===== config.mk =====
export PLATFORM = sky130hd
export DESIGN_NAME = dslot_pc_seq
export DESIGN_NICKNAME = d
export VERILOG_FILES = /design/src/rtl/dslot_pc_pkg.sv /design/src/rtl/dslot_pc_ctrl.sv /design/src/rtl/dslot_pc_datapath.sv /design/src/rtl/dslot_pc_seq.sv
export SDC_FILE = /design/constraint.sdc
export NUM_CORES = 1
export LEC_CHECK = 0
export BUFFER_PORTS_ARGS = -buffer_cell sky130_fd_sc_hd__buf_2
export CELL_PAD_IN_SITES_DETAIL_PLACEMENT = 1
export CELL_PAD_IN_SITES_GLOBAL_PLACEMENT = 2
export CORE_MARGIN = 2
export CORE_UTILIZATION = 26
export DETAILED_ROUTE_END_ITERATION = 10
export GPL_ROUTABILITY_DRIVEN = 0
export GPL_TIMING_DRIVEN = 0
export PLACE_DENSITY_LB_ADDON = 0.1
export SLEW_MARGIN = 20
export SYNTH_ARGS = -nofsm -noshare
export SYNTH_HDL_FRONTEND = slang
export SYNTH_SLANG_ARGS = --single-unit

===== constraint.sdc =====
create_clock -name clk -period 2.3 [get_ports clk]
set_clock_uncertainty 0.1 [all_clocks]
set_input_delay 0 -clock clk [delete_from_list [all_inputs] [get_ports clk]]
set_output_delay 0 -clock clk [all_outputs]
set_load 0.02 [all_outputs]

===== src/rtl/dslot_pc_pkg.sv =====
package dslot_pc_pkg;
  // one-hot0 strobes from control to datapath
  typedef struct packed {
    logic load;
    logic redirect;
    logic microEnd;
    logic advance;
    logic microAdv;
  } seq_strobe_t;
endpackage


===== src/rtl/dslot_pc_ctrl.sv =====
module dslot_pc_ctrl
  import dslot_pc_pkg::*;
(
  input  logic        cmdLoad,
  input  logic        cmdAdvance,
  input  logic        cmdMicroAdv,
  input  logic        cmdMicroEnd,
  input  logic        wrNpc,
  input  logic        wrNnpc,
  input  logic        wrNupc,
  output seq_strobe_t strobe
);
  logic anyWrite;
  logic freeAfterRedirect;

  assign anyWrite = wrNpc | wrNnpc | wrNupc;
  assign freeAfterRedirect = !cmdLoad && !anyWrite;

  // fixed priority: load > redirect > micro-end > advance > micro-advance
  always_comb begin
    strobe          = '0;
    strobe.load     = cmdLoad;
    strobe.redirect = !cmdLoad && anyWrite;
    strobe.microEnd = freeAfterRedirect && cmdMicroEnd;
    strobe.advance  = freeAfterRedirect && !cmdMicroEnd && cmdAdvance;
    strobe.microAdv = freeAfterRedirect && !cmdMicroEnd && !cmdAdvance && cmdMicroAdv;
  end
endmodule


===== src/rtl/dslot_pc_datapath.sv =====
module dslot_pc_datapath
  import dslot_pc_pkg::*;
#(
  parameter int ADDR_W     = 32,
  parameter int INST_BYTES = 4,
  parameter int UPC_W      = 8,
  parameter bit HAS_DELAY  = 1'b1,
  parameter bit HAS_UOP    = 1'b1,
  parameter logic [ADDR_W-1:0] RESET_VEC = '0
) (
  input  logic              clk,
  input  logic              rstN,
  input  seq_strobe_t       strobe,
  input  logic [ADDR_W-1:0] loadAddr,
  input  logic              wrNpc,
  input  logic [ADDR_W-1:0] wrNpcVal,
  input  logic              wrNnpc,
  input  logic [ADDR_W-1:0] wrNnpcVal,
  input  logic              wrNupc,
  input  logic [UPC_W-1:0]  wrNupcVal,
  output logic [ADDR_W-1:0] pcQ,
  output logic [ADDR_W-1:0] npcQ,
  output logic [ADDR_W-1:0] nnpcQ,
  output logic [UPC_W-1:0]  upcQ,
  output logic [UPC_W-1:0]  nupcQ,
  output logic              nonSeq
);
  localparam logic [ADDR_W-1:0] STEP  = ADDR_W'(INST_BYTES);
  localparam logic [ADDR_W-1:0] STEP2 = ADDR_W'(2 * INST_BYTES);
  localparam logic [UPC_W-1:0]  UONE  = UPC_W'(1);

  logic pipeMove;
  logic addrSeq;
  logic uopSeq;

  assign pipeMove = strobe.advance | strobe.microEnd;

  // current and next address; the next address always takes nnpcQ on a move
  always_ff @(posedge clk) begin
    if (!rstN) begin
      pcQ  <= RESET_VEC;
      npcQ <= RESET_VEC + STEP;
    end else if (strobe.load) begin
      pcQ  <= loadAddr;
      npcQ <= loadAddr + STEP;
    end else if (strobe.redirect) begin
      if (wrNpc) npcQ <= wrNpcVal;
    end else if (pipeMove) begin
      pcQ  <= npcQ;
      npcQ <= nnpcQ;
    end
  end

  generate
    if (HAS_DELAY) begin : gen_delay
      always_ff @(posedge clk) begin
        if (!rstN)                 nnpcQ <= RESET_VEC + STEP2;
        else if (strobe.load)      nnpcQ <= loadAddr + STEP2;
        else if (strobe.redirect) begin
          if (wrNnpc) nnpcQ <= wrNnpcVal;
        end else if (pipeMove)     nnpcQ <= nnpcQ + STEP;
      end
      assign addrSeq = (nnpcQ == npcQ + STEP) &&
                       ((npcQ == pcQ + STEP) || (npcQ == pcQ + STEP2));
    end else begin : gen_nodelay
      assign nnpcQ   = npcQ + STEP;
      assign addrSeq = (npcQ == pcQ + STEP);
    end

    if (HAS_UOP) begin : gen_uop
      always_ff @(posedge clk) begin
        if (!rstN || strobe.load || strobe.microEnd) begin
          upcQ  <= '0;
          nupcQ <= UONE;
        end else if (strobe.redirect) begin
          if (wrNupc) nupcQ <= wrNupcVal;
        end else if (strobe.microAdv) begin
          upcQ  <= nupcQ;
          nupcQ <= nupcQ + UONE;
        end
      end
      assign uopSeq = (nupcQ == upcQ + UONE);
    end else begin : gen_nouop
      assign upcQ   = '0;
      assign nupcQ  = UONE;
      assign uopSeq = 1'b1;
    end
  endgenerate

  assign nonSeq = !(addrSeq && uopSeq);
endmodule


===== src/rtl/dslot_pc_seq.sv =====
module dslot_pc_seq
  import dslot_pc_pkg::*;
#(
  parameter int ADDR_W     = 32,
  parameter int INST_BYTES = 4,
  parameter int UPC_W      = 8,
  parameter bit HAS_DELAY  = 1'b1,
  parameter bit HAS_UOP    = 1'b1,
  parameter logic [ADDR_W-1:0] RESET_VEC = 32'h0000_0100
) (
  input  logic              clk,
  input  logic              rstN,
  input  logic              cmdLoad,
  input  logic [ADDR_W-1:0] loadAddr,
  input  logic              cmdAdvance,
  input  logic              cmdMicroAdv,
  input  logic              cmdMicroEnd,
  input  logic              wrNpc,
  input  logic [ADDR_W-1:0] wrNpcVal,
  input  logic              wrNnpc,
  input  logic [ADDR_W-1:0] wrNnpcVal,
  input  logic              wrNupc,
  input  logic [UPC_W-1:0]  wrNupcVal,
  input  logic [ADDR_W-1:0] refPc,
  input  logic [ADDR_W-1:0] refNpc,
  input  logic [ADDR_W-1:0] refNnpc,
  input  logic [UPC_W-1:0]  refUpc,
  input  logic [UPC_W-1:0]  refNupc,
  output logic [ADDR_W-1:0] curPc,
  output logic [ADDR_W-1:0] nextPc,
  output logic [ADDR_W-1:0] nextNextPc,
  output logic [UPC_W-1:0]  curUpc,
  output logic [UPC_W-1:0]  nextUpc,
  output logic              nonSeq,
  output logic              stateMatch
);
  seq_strobe_t strobe;

  dslot_pc_ctrl u_ctrl (
    .cmdLoad(cmdLoad), .cmdAdvance(cmdAdvance), .cmdMicroAdv(cmdMicroAdv),
    .cmdMicroEnd(cmdMicroEnd), .wrNpc(wrNpc), .wrNnpc(wrNnpc),
    .wrNupc(wrNupc), .strobe(strobe)
  );

  dslot_pc_datapath #(
    .ADDR_W(ADDR_W), .INST_BYTES(INST_BYTES), .UPC_W(UPC_W),
    .HAS_DELAY(HAS_DELAY), .HAS_UOP(HAS_UOP), .RESET_VEC(RESET_VEC)
  ) u_dp (
    .clk(clk), .rstN(rstN), .strobe(strobe), .loadAddr(loadAddr),
    .wrNpc(wrNpc), .wrNpcVal(wrNpcVal), .wrNnpc(wrNnpc), .wrNnpcVal(wrNnpcVal),
    .wrNupc(wrNupc), .wrNupcVal(wrNupcVal),
    .pcQ(curPc), .npcQ(nextPc), .nnpcQ(nextNextPc),
    .upcQ(curUpc), .nupcQ(nextUpc), .nonSeq(nonSeq)
  );

  // R11 full-state comparison
  assign stateMatch = (curPc == refPc) && (nextPc == refNpc) &&
                      (nextNextPc == refNnpc) && (curUpc == refUpc) &&
                      (nextUpc == refNupc);
endmodule


==> results of run 1 <==
==> layer usage <==
layer | track usage (%) | wire, um | up-vias
met4 | 12.53 | 3346 | 2
met5 | 0 | 13 | -
li1 | - | - | 6920
met2 | 54.47 | 37060 | 694
met3 | 4.514 | 5014 | 153
met1 | 45.71 | 36430 | 7884
==> critical path, stage by stage (launching register included) <==
cell and delay [ns]:
dfxtp_4 0.40, ha_1 0.31, or3b_2 0.49, a21oi_1 0.18
o21bai_1 0.11, a21oi_2 0.28, nand4_1 0.21, nor4_4 0.26
o2111ai_2 0.21, buf_4 0.21
==> cell families after synthesis <==
family / after synthesis
AND/OR/NAND/NOR: 642
AO/OA/AOI/OAI: 408
XOR/XNOR: 284
buffers and inverters: 195
flip-flops: 112
multiplexers: 18
adder cells (fa/ha/maj): 8
==> registers in the layout (all words and copies together) (netlist names) <==
signal / count
u_dp.nnpcQ: 32
u_dp.npcQ: 32
u_dp.pcQ: 32
u_dp.nupcQ: 8
u_dp.upcQ: 8
==> where the power goes <==
part           switching, mW  total [mW]  internal [mW]  leakage (nW)
registers              0.205        2.27           2.06         0.947
clock network          0.956        1.71          0.752         0.136
logic                   2.03        3.28           1.25          6.03
total                   3.19        7.26           4.07          7.11
==> timing repair <==
item / in CTS / in global routing
resized for setup: 251 / 137
endpoints found under the hold margin: 67 / 1
hold buffers: 58 / 1
pin swaps: 52 / 51
setup buffers: 59 / 48
endpoints found under the setup margin: 58 / 71
==> per-stage QoR <==
step	area, um^2	TNS [ns]
5_1_grt	17300	-2.257
6_report	17300	-1.297
3_5_place_dp	14280	-47.97
4_1_cts	16520	-1.126
2_1_floorplan	11940	-0.08705
3_3_place_gp	14280	-46.73
==> layout make-up <==
cell class / count / area, um^2 / area share [%]
Timing Repair Buffer: 486 / 3063 / 17.71
Inverter: 20 / 75.07 / 0.4340
Clock inverter: 5 / 38.79 / 0.2242
Multi-Input combinational cell: 1360 / 9614 / 55.58
Buffer: 165 / 1165 / 6.734
Antenna cell: 1 / 2.502 / 0.01447
Sequential cell: 112 / 2367 / 13.68
Clock buffer: 11 / 232.7 / 1.345
Tap cell: 592 / 740.7 / 4.282
==> placed cells by master, fill, tap and decap left out, drive strengths merged, types with 5 or more instances in the layout <==
cell / Yosys / layout
buf: 70 / 502
nand2: 202 / 202
xnor2: 156 / 156
a21oi: 148 / 148
xor2: 128 / 128
nor2: 124 / 124
dfxtp: 112 / 112
clkbuf: 105 / 101
o21ai: 81 / 81
nand4: 69 / 69
a211oi: 66 / 66
nand3: 63 / 63
dlygate4sd3: 0 / 59
nor4: 53 / 53
nor3: 48 / 48
inv: 20 / 22
and3: 20 / 20
mux2i: 17 / 17
a31oi: 14 / 14
o211ai: 13 / 13
and2: 11 / 11
a22oi: 10 / 10
or3: 9 / 9
and4: 8 / 8
nand2b: 8 / 8
ha: 8 / 8
a221oi: 7 / 7
a211o: 6 / 6
or4: 6 / 6
a221o: 5 / 5
nor3b: 5 / 5
o31ai: 5 / 5
==> worst paths after layout <==
path                                                   from                           to  slack, ns  cells after the start
worst max-delay path              u_dp.upcQ[1]$_SDFFE_PP0P_                       nonSeq      -0.84                      9
worst min-delay path                           loadAddr[18]    u_dp.pcQ[18]$_SDFFE_PN0P_      0.004                      3
worst max register to register  u_dp.nnpcQ[19]$_SDFFE_PN0P_  u_dp.nnpcQ[29]$_SDFFE_PN0P_      -0.07                      9
worst min register to register    u_dp.upcQ[1]$_SDFFE_PP0P_    u_dp.upcQ[1]$_SDFFE_PP0P_       0.51                      2
==> results by group, run 1 <==
Run status
  – Outcome: finished, violations left
  – Failing checks: negative setup slack

Finish
  – Area Growth Syn to Fin: 46.93%
  – Layout cells sized above 1: 33.90%
  – Finished Core Util: 38.95%
  – # nets final: 2387
  – Fill cells: 5522
  – Final std cells w/o fill: 2752

Die
  – Die H: 216.8 um
  – Starting Density: 26.51%
  – Die X: 216.8 um
  – Core Region: 44410 um^2
  – Die area: 47000 um^2
  – Ports: 339
  – Std cell rows: 77

Clock tree
  – CTS root buf: clkbuf_16
  – CTS tree: built
  – H-tree depth: 3
  – TritonCTS buffer count: 9
  – Clock sinks: 112
  – Worst-Skew Late Latency: 0.40 ns
  – Clk buf depth: 2
  – Clock Pin Slew Worst Setup and Hold Paths: 0.09 ns

Yosys
  – Largest family of logic cells by synthesized area: simple AND/OR/NAND/NOR gates
  – Post-synth EDFFs: 0
  – Synth Register Bits: 112
  – Area fraction in and, or, nand and nor cells after synthesis: 28.14%
  – Seq/Total Area, Yosys: 19.04%
  – Post-synth top area cell: dfxtp_1
  – Post-Synth XOR/XNOR Area: 21.29%
  – Async SR Flop Fraction: 0%
  – Netlist Area Pre-Place: 11770 um^2
  – Synth top area share: 19.04%
  – Mux share of post-synthesis cell area: 1.541%
  – Net Count, Synth: 1900
  – Post-synthesis adder-cell area fraction: 0.8502%
  – Post-synthesis compound-gate area fraction: 21.99%
  – Synth cell count leaders: nand2_1 (201), xnor2_1 (155), a21oi_1 (148)
  – Top FF cell, synth: dfxtp_1
  – Post-Syn Area per Cell: 7.063 um^2
  – Yosys warns: 0
  – Synth area leaders: dfxtp_1 (19%), xnor2_1 (12%), xor2_1 (9.5%)
  – Most frequent cell after synthesis: nand2_1
  – Cell variety after synth: 85
  – Gate Count Post-Synth: 1667

STA
  – Hold Vio Cnt, Final: 0
  – Slew Viols, Final: 0
  – RSZ-0062 raised after global routing: true
  – Worst-Margin Slew: 1.118 ns
  – Final period utilization: 136.5%
  – Hold_ws: 0.003942 ns
  – Peak Freq: 318.6 MHz
  – Final setup viols: 7
  – Max_slew headroom: 25.21%
  – Minimum clock period: 3.139 ns
  – Final Worst Setup Slack: -0.8386 ns

Critical path
  – Startpoint class of the critical path: register
  – Crit Path Category: register to output port
  – Critical path data arrival time: 3.04 ns
  – Req. time, crit path: 2.20 ns
  – Crit end category: output port
  – Crit Path Max Fanout: 7

Routing
  – WL final: 81.87 mm
  – Final ANT Viol Nets: 0
  – Residual DRC count: 0
  – Pre-antenna DRT Iters: 5
  – Vias: 15653
  – DRT iter0 DRCs: 1220
  – Vias per inst: 5.688
  – Post-DR wirelength/cell: 29.75 um

Worst hold path
  – Min-delay worst type: input port to register

Power
  – Max VDD drop: 0.2966 mV
  – PwrDens: 419.8 nW/um^2
  – Static Leak: 7.109 nW
  – Total power: 7.261 mW

Place
  – Dpl ws: -1.176 ns
  – Placed cells: 2580
  – Final HPWL DP: 63.41 mm
  – IO buf count: 321

Global route
  – Overall routing resource usage: 33.73%
  – Initial antenna violation count: 2
  – First-pass GRT wire length: 113.6 mm
  – Largest net degree at the start of global routing: 19
  – Vias in the first global route: 15531
  – Remaining Overflow, GRT: 0

Job
  – Max-cap violations: 0
No activity file was read; power rests on OpenSTA's default activity.
==> run 2, diff against run 1 <==
--- a/config.mk
+++ b/config.mk
@@ -17,4 +17,5 @@
 export SLEW_MARGIN = 20
 export SYNTH_ARGS = -nofsm -noshare
 export SYNTH_HDL_FRONTEND = slang
+export SYNTH_HIERARCHICAL = 1
 export SYNTH_SLANG_ARGS = --single-unit
==> run 2 against run 1 <==
Net effect:
- the flow finishes with violations (negative hold slack, negative setup slack)
- fmax decreased by 5.6%
- count of clock-buffer cells in the layout decreased by 2
- register-to-register slack about the same
- non-clock buffer count decreased by 96
- global-route usage decreased by 2.2 points
- core utilization decreased by 2.0 points
- clock power increased by 22%
- critical path type unchanged
==> results by group, run 2 <==
Die
  – Std cell rows: 76 (was 77)
  – Ports: 339 (unchanged)
  – Starting Density: 26.26% (was 26.51%)
  – Core Region: 42890 um^2 (was 44410 um^2)
  – Die H: 212.1 um (was 216.8 um)
  – Die area: 45000 um^2 (was 47000 um^2)
  – Die X: 212.1 um (was 216.8 um)

Power
  – Power share of the clock group: 27.5% (was 23.5%)
  – P_int: 4.421 mW (was 4.072 mW)
  – Static Leak: 6.297 nW (was 7.109 nW)
  – Comb power frac: 40.3% (was 45.2%)
  – Flop pwr share: 32.2% (was 31.3%)
  – Switching share of power: 41.87% (was 43.93%)
  – PwrDens: 480.5 nW/um^2 (was 419.8 nW/um^2)
  – NetSw: 3.184 mW (was 3.190 mW)
  – Total power: 7.605 mW (was 7.261 mW)
  – Max VDD drop: 0.2814 mV (was 0.2966 mV)

Critical path
  – Reg-to-reg setup timing slack: -0.08 ns (was -0.07 ns)
  – Req. time, crit path: 2.20 ns (about the same)
  – CP Capture Point: nonSeq (unchanged)
  – Crit end category: output port (unchanged)
  – Reg2Reg Launch Point: u_dp/nnpcQ[4]$_SDFFE_PN0P_ (was u_dp.nnpcQ[19]$_SDFFE_PN0P_)
  – Startpoint class of the critical path: register (unchanged)
  – Critical path data arrival time: 3.23 ns (was 3.04 ns)
  – FF-to-FF End: u_dp/nnpcQ[31]$_SDFFE_PN0P_ (was u_dp.nnpcQ[29]$_SDFFE_PN0P_)
  – CP Launch Point: u_dp/pcQ[3]$_SDFFE_PN0P_ (was u_dp.upcQ[1]$_SDFFE_PP0P_)
  – Crit Path Category: register to output port (unchanged)
  – Reg2reg path depth: 9 (unchanged)
  – Crit Path Max Fanout: 4 (was 7)

Global route
  – Overall routing resource usage: 31.57% (was 33.73%)
  – Grt met1 use: 41.79% (was 45.71%)
  – Grt met3 use: 3.575% (was 4.514%)
  – Grt met2 use: 52.41% (was 54.47%)
  – GR peak layer: met2 (unchanged)
  – Largest net degree at the start of global routing: 18 (was 19)
  – Vias in the first global route: 13858 (was 15531)
  – Initial antenna violation count: 4 (was 2)
  – Remaining Overflow, GRT: 0 (unchanged)
  – First-pass GRT wire length: 100.6 mm (was 113.6 mm)

Routing
  – DRT iter0 DRCs: 1052 (was 1220)
  – WL final: 72.47 mm (was 81.87 mm)
  – Vias per inst: 5.487 (was 5.688)
  – Residual DRC count: 0 (unchanged)
  – Vias: 13954 (was 15653)
  – Pre-antenna DRT Iters: 5 (unchanged)
  – Final ANT Viol Nets: 0 (unchanged)
  – Post-DR wirelength/cell: 28.50 um (was 29.75 um)

Place
  – IO buf count: 327 (was 321)
  – Placed cells: 2424 (was 2580)
  – Dpl ws: -1.637 ns (was -1.176 ns)
  – Final HPWL DP: 58.51 mm (was 63.41 mm)

STA
  – Setup TNS: -1.319 ns (was -1.297 ns)
  – Max_slew headroom: 27.03% (was 25.21%)
  – Peak Freq: 300.7 MHz (was 318.6 MHz)
  – Worst-Margin Slew: 1.095 ns (was 1.118 ns)
  – RSZ-0062 raised after global routing: true (unchanged)
  – Minimum clock period: 3.326 ns (was 3.139 ns)
  – Final Worst Setup Slack: -1.026 ns (was -0.8386 ns)
  – Final setup viols: 3 (was 7)
  – Hold Vio Cnt, Final: 1 (was 0)
  – Slew Viols, Final: 0 (unchanged)
  – Hold_ws: -0.006939 ns (was 0.003942 ns)
  – Final period utilization: 144.6% (was 136.5%)

Yosys
  – Post-synth EDFFs: 0 (unchanged)
  – Synth area leaders: dfxtp_1 (20%), xnor2_1 (13%), xor2_1 (8.7%) (was dfxtp_1 (19%), xnor2_1 (12%), xor2_1 (9.5%))
  – Post-synth top area cell: dfxtp_1 (unchanged)
  – Yosys warns: 6 (was 0)
  – Synth top area share: 19.91% (was 19.04%)
  – Top FF cell, synth: dfxtp_1 (unchanged)
  – Cell variety after synth: 74 (was 85)
  – Synth Register Bits: 112 (unchanged)
  – Netlist Area Pre-Place: 11260 um^2 (was 11770 um^2)
  – Most frequent cell after synthesis: xnor2_1 (was nand2_1)
  – Net Count, Synth: 1745 (was 1900)
  – Seq/Total Area, Yosys: 19.91% (was 19.04%)
  – Synth cell count leaders: xnor2_1 (169), nor2_1 (142), nand2_1 (133) (was nand2_1 (201), xnor2_1 (155), a21oi_1 (148))
  – Async SR Flop Fraction: 0% (unchanged)
  – Post-Syn Area per Cell: 7.449 um^2 (was 7.063 um^2)
  – Gate Count Post-Synth: 1512 (was 1667)

Finish
  – Top Registers: u_dp/nnpcQ x32, u_dp/npcQ x32, u_dp/pcQ x32 (was u_dp.nnpcQ x32, u_dp.npcQ x32, u_dp.pcQ x32)
  – Commonest non-fill, non-tap cell in the layout: buf_2 (unchanged)
  – Layout cells sized above 1: 32.53% (was 33.90%)
  – Area Growth Syn to Fin: 40.51% (was 46.93%)
  – Final std cells w/o fill: 2543 (was 2752)
  – # nets final: 2183 (was 2387)
  – Commonest non-fill, non-tap cells in the layout: buf_2 (335), xnor2_1 (161), nor2_1 (136) (was buf_2 (339), nand2_1 (196), a21oi_1 (144))
  – Fill cells: 5280 (was 5522)

Run status
  – Failing checks: negative hold slack, negative setup slack (was negative setup slack)
  – Outcome: finished, violations left (unchanged)

Job
  – Max-cap violations: 0 (unchanged)

Worst hold path
  – WHS Path Cells: 4 (was 3)
  – Min-delay worst type: input port to register (unchanged)

Clock tree
  – Clock Pin Slew Worst Setup and Hold Paths: 0.08 ns (was 0.09 ns)
  – Clock sinks: 112 (unchanged)
  – CTS root buf: clkbuf_16 (unchanged)
  – Clk buf depth: 2 (unchanged)
  – CTS tree: built (unchanged)
  – TritonCTS buffer count: 9 (unchanged)
  – H-tree depth: 3 (unchanged)
  – Worst-Skew Late Latency: 0.39 ns (was 0.40 ns)
## run 2: power by group through the flow
stage | combinational [mW] | sequential (mW) | clock (mW)
after floorplan | 1.41 | 2.49 | 0
after global placement | 2.72 | 2.49 | 0
after detailed placement | 2.73 | 2.49 | 0
after CTS | 2.97 | 2.44 | 2.12
after global routing | 3.23 | 2.47 | 2.20
final | 3.07 | 2.45 | 2.09
## run 2: worst min path at each step
stage                      start                         end  slack (ns)
detailed placement  wrNupcVal[2]  u_dp/nupcQ[2]$_SDFFE_PP0P_        0.18
finish               loadAddr[8]   u_dp/npcQ[8]$_SDFFE_PN1P_      -0.007
CTS                 wrNnpcVal[4]  u_dp/nnpcQ[4]$_SDFFE_PN0P_       0.003
global placement    wrNupcVal[2]  u_dp/nupcQ[2]$_SDFFE_PP0P_        0.17
floorplan           wrNupcVal[2]  u_dp/nupcQ[2]$_SDFFE_PP0P_        0.07
global route         loadAddr[8]   u_dp/npcQ[8]$_SDFFE_PN1P_        0.02
## run 2: critical path, cell delays in order, from the launching register on
cell       delay, ns
dfxtp_4         0.43
ha_4            0.18
nand3_4         0.11
nor4_4          0.35
mux2i_1         0.17
mux2i_2         0.27
o21ai_2         0.17
or4_4           0.55
nor4_4          0.24
o2111ai_2       0.17
buf_6           0.19
## run 2: area by class of cell
| cell class | count | area [um^2] | share of cell area, % |
|---|---|---|---|
| Buffer | 123 | 714.4 | 4.514 |
| Clock buffer | 9 | 225.2 | 1.423 |
| Timing Repair Buffer | 432 | 2590 | 16.36 |
| Multi-Input combinational cell | 1256 | 8995 | 56.83 |
| Inverter | 16 | 60.06 | 0.3795 |
| Sequential cell | 112 | 2369 | 14.97 |
| Antenna cell | 3 | 7.507 | 0.04743 |
| Clock inverter | 7 | 133.9 | 0.8459 |
| Tap cell | 585 | 732.0 | 4.625 |
## run 2: routing by layer
metal | wire (um) | share of wire, %
met1 | 31720 | 44
met2 | 34330 | 47
met3 | 3563 | 4.9
met4 | 2835 | 3.9
met5 | 13 | 0.018
## run 2: logic make-up after synthesis
kind of cell,count (synthesis),synth area share [%]
and+or+nand+nor,563,26.39
AOI/OAI and AO/OA,335,19.70
xor gates and xnor gates,281,21.85
buffers and inverters,144,5.121
DFF,112,19.91
muxes,69,6.143
adders and majority gates,8,0.8887
## run 2: through the flow
step | cell area [um^2] | utilization, % | hold WS (ns)
after detailed placement | 13770 | 32.10 | 0.1785
final | 15830 | 36.90 | -0.006939
after global placement | 13770 | 32.10 | 0.1701
after CTS | 15500 | 36.14 | 0.002753
after floorplan | 11400 | - | 0.06668
after global routing | 15820 | 36.90 | 0.02121
## run 2: what timing repair did
item / in CTS / in global routing
hold buffers: 51 / 1
gates resized for setup: 175 / 88
setup buffers: 41 / 13
endpoints found under the hold margin: 61 / 2
pin swaps: 37 / 13
setup endpoints to repair: 104 / 71
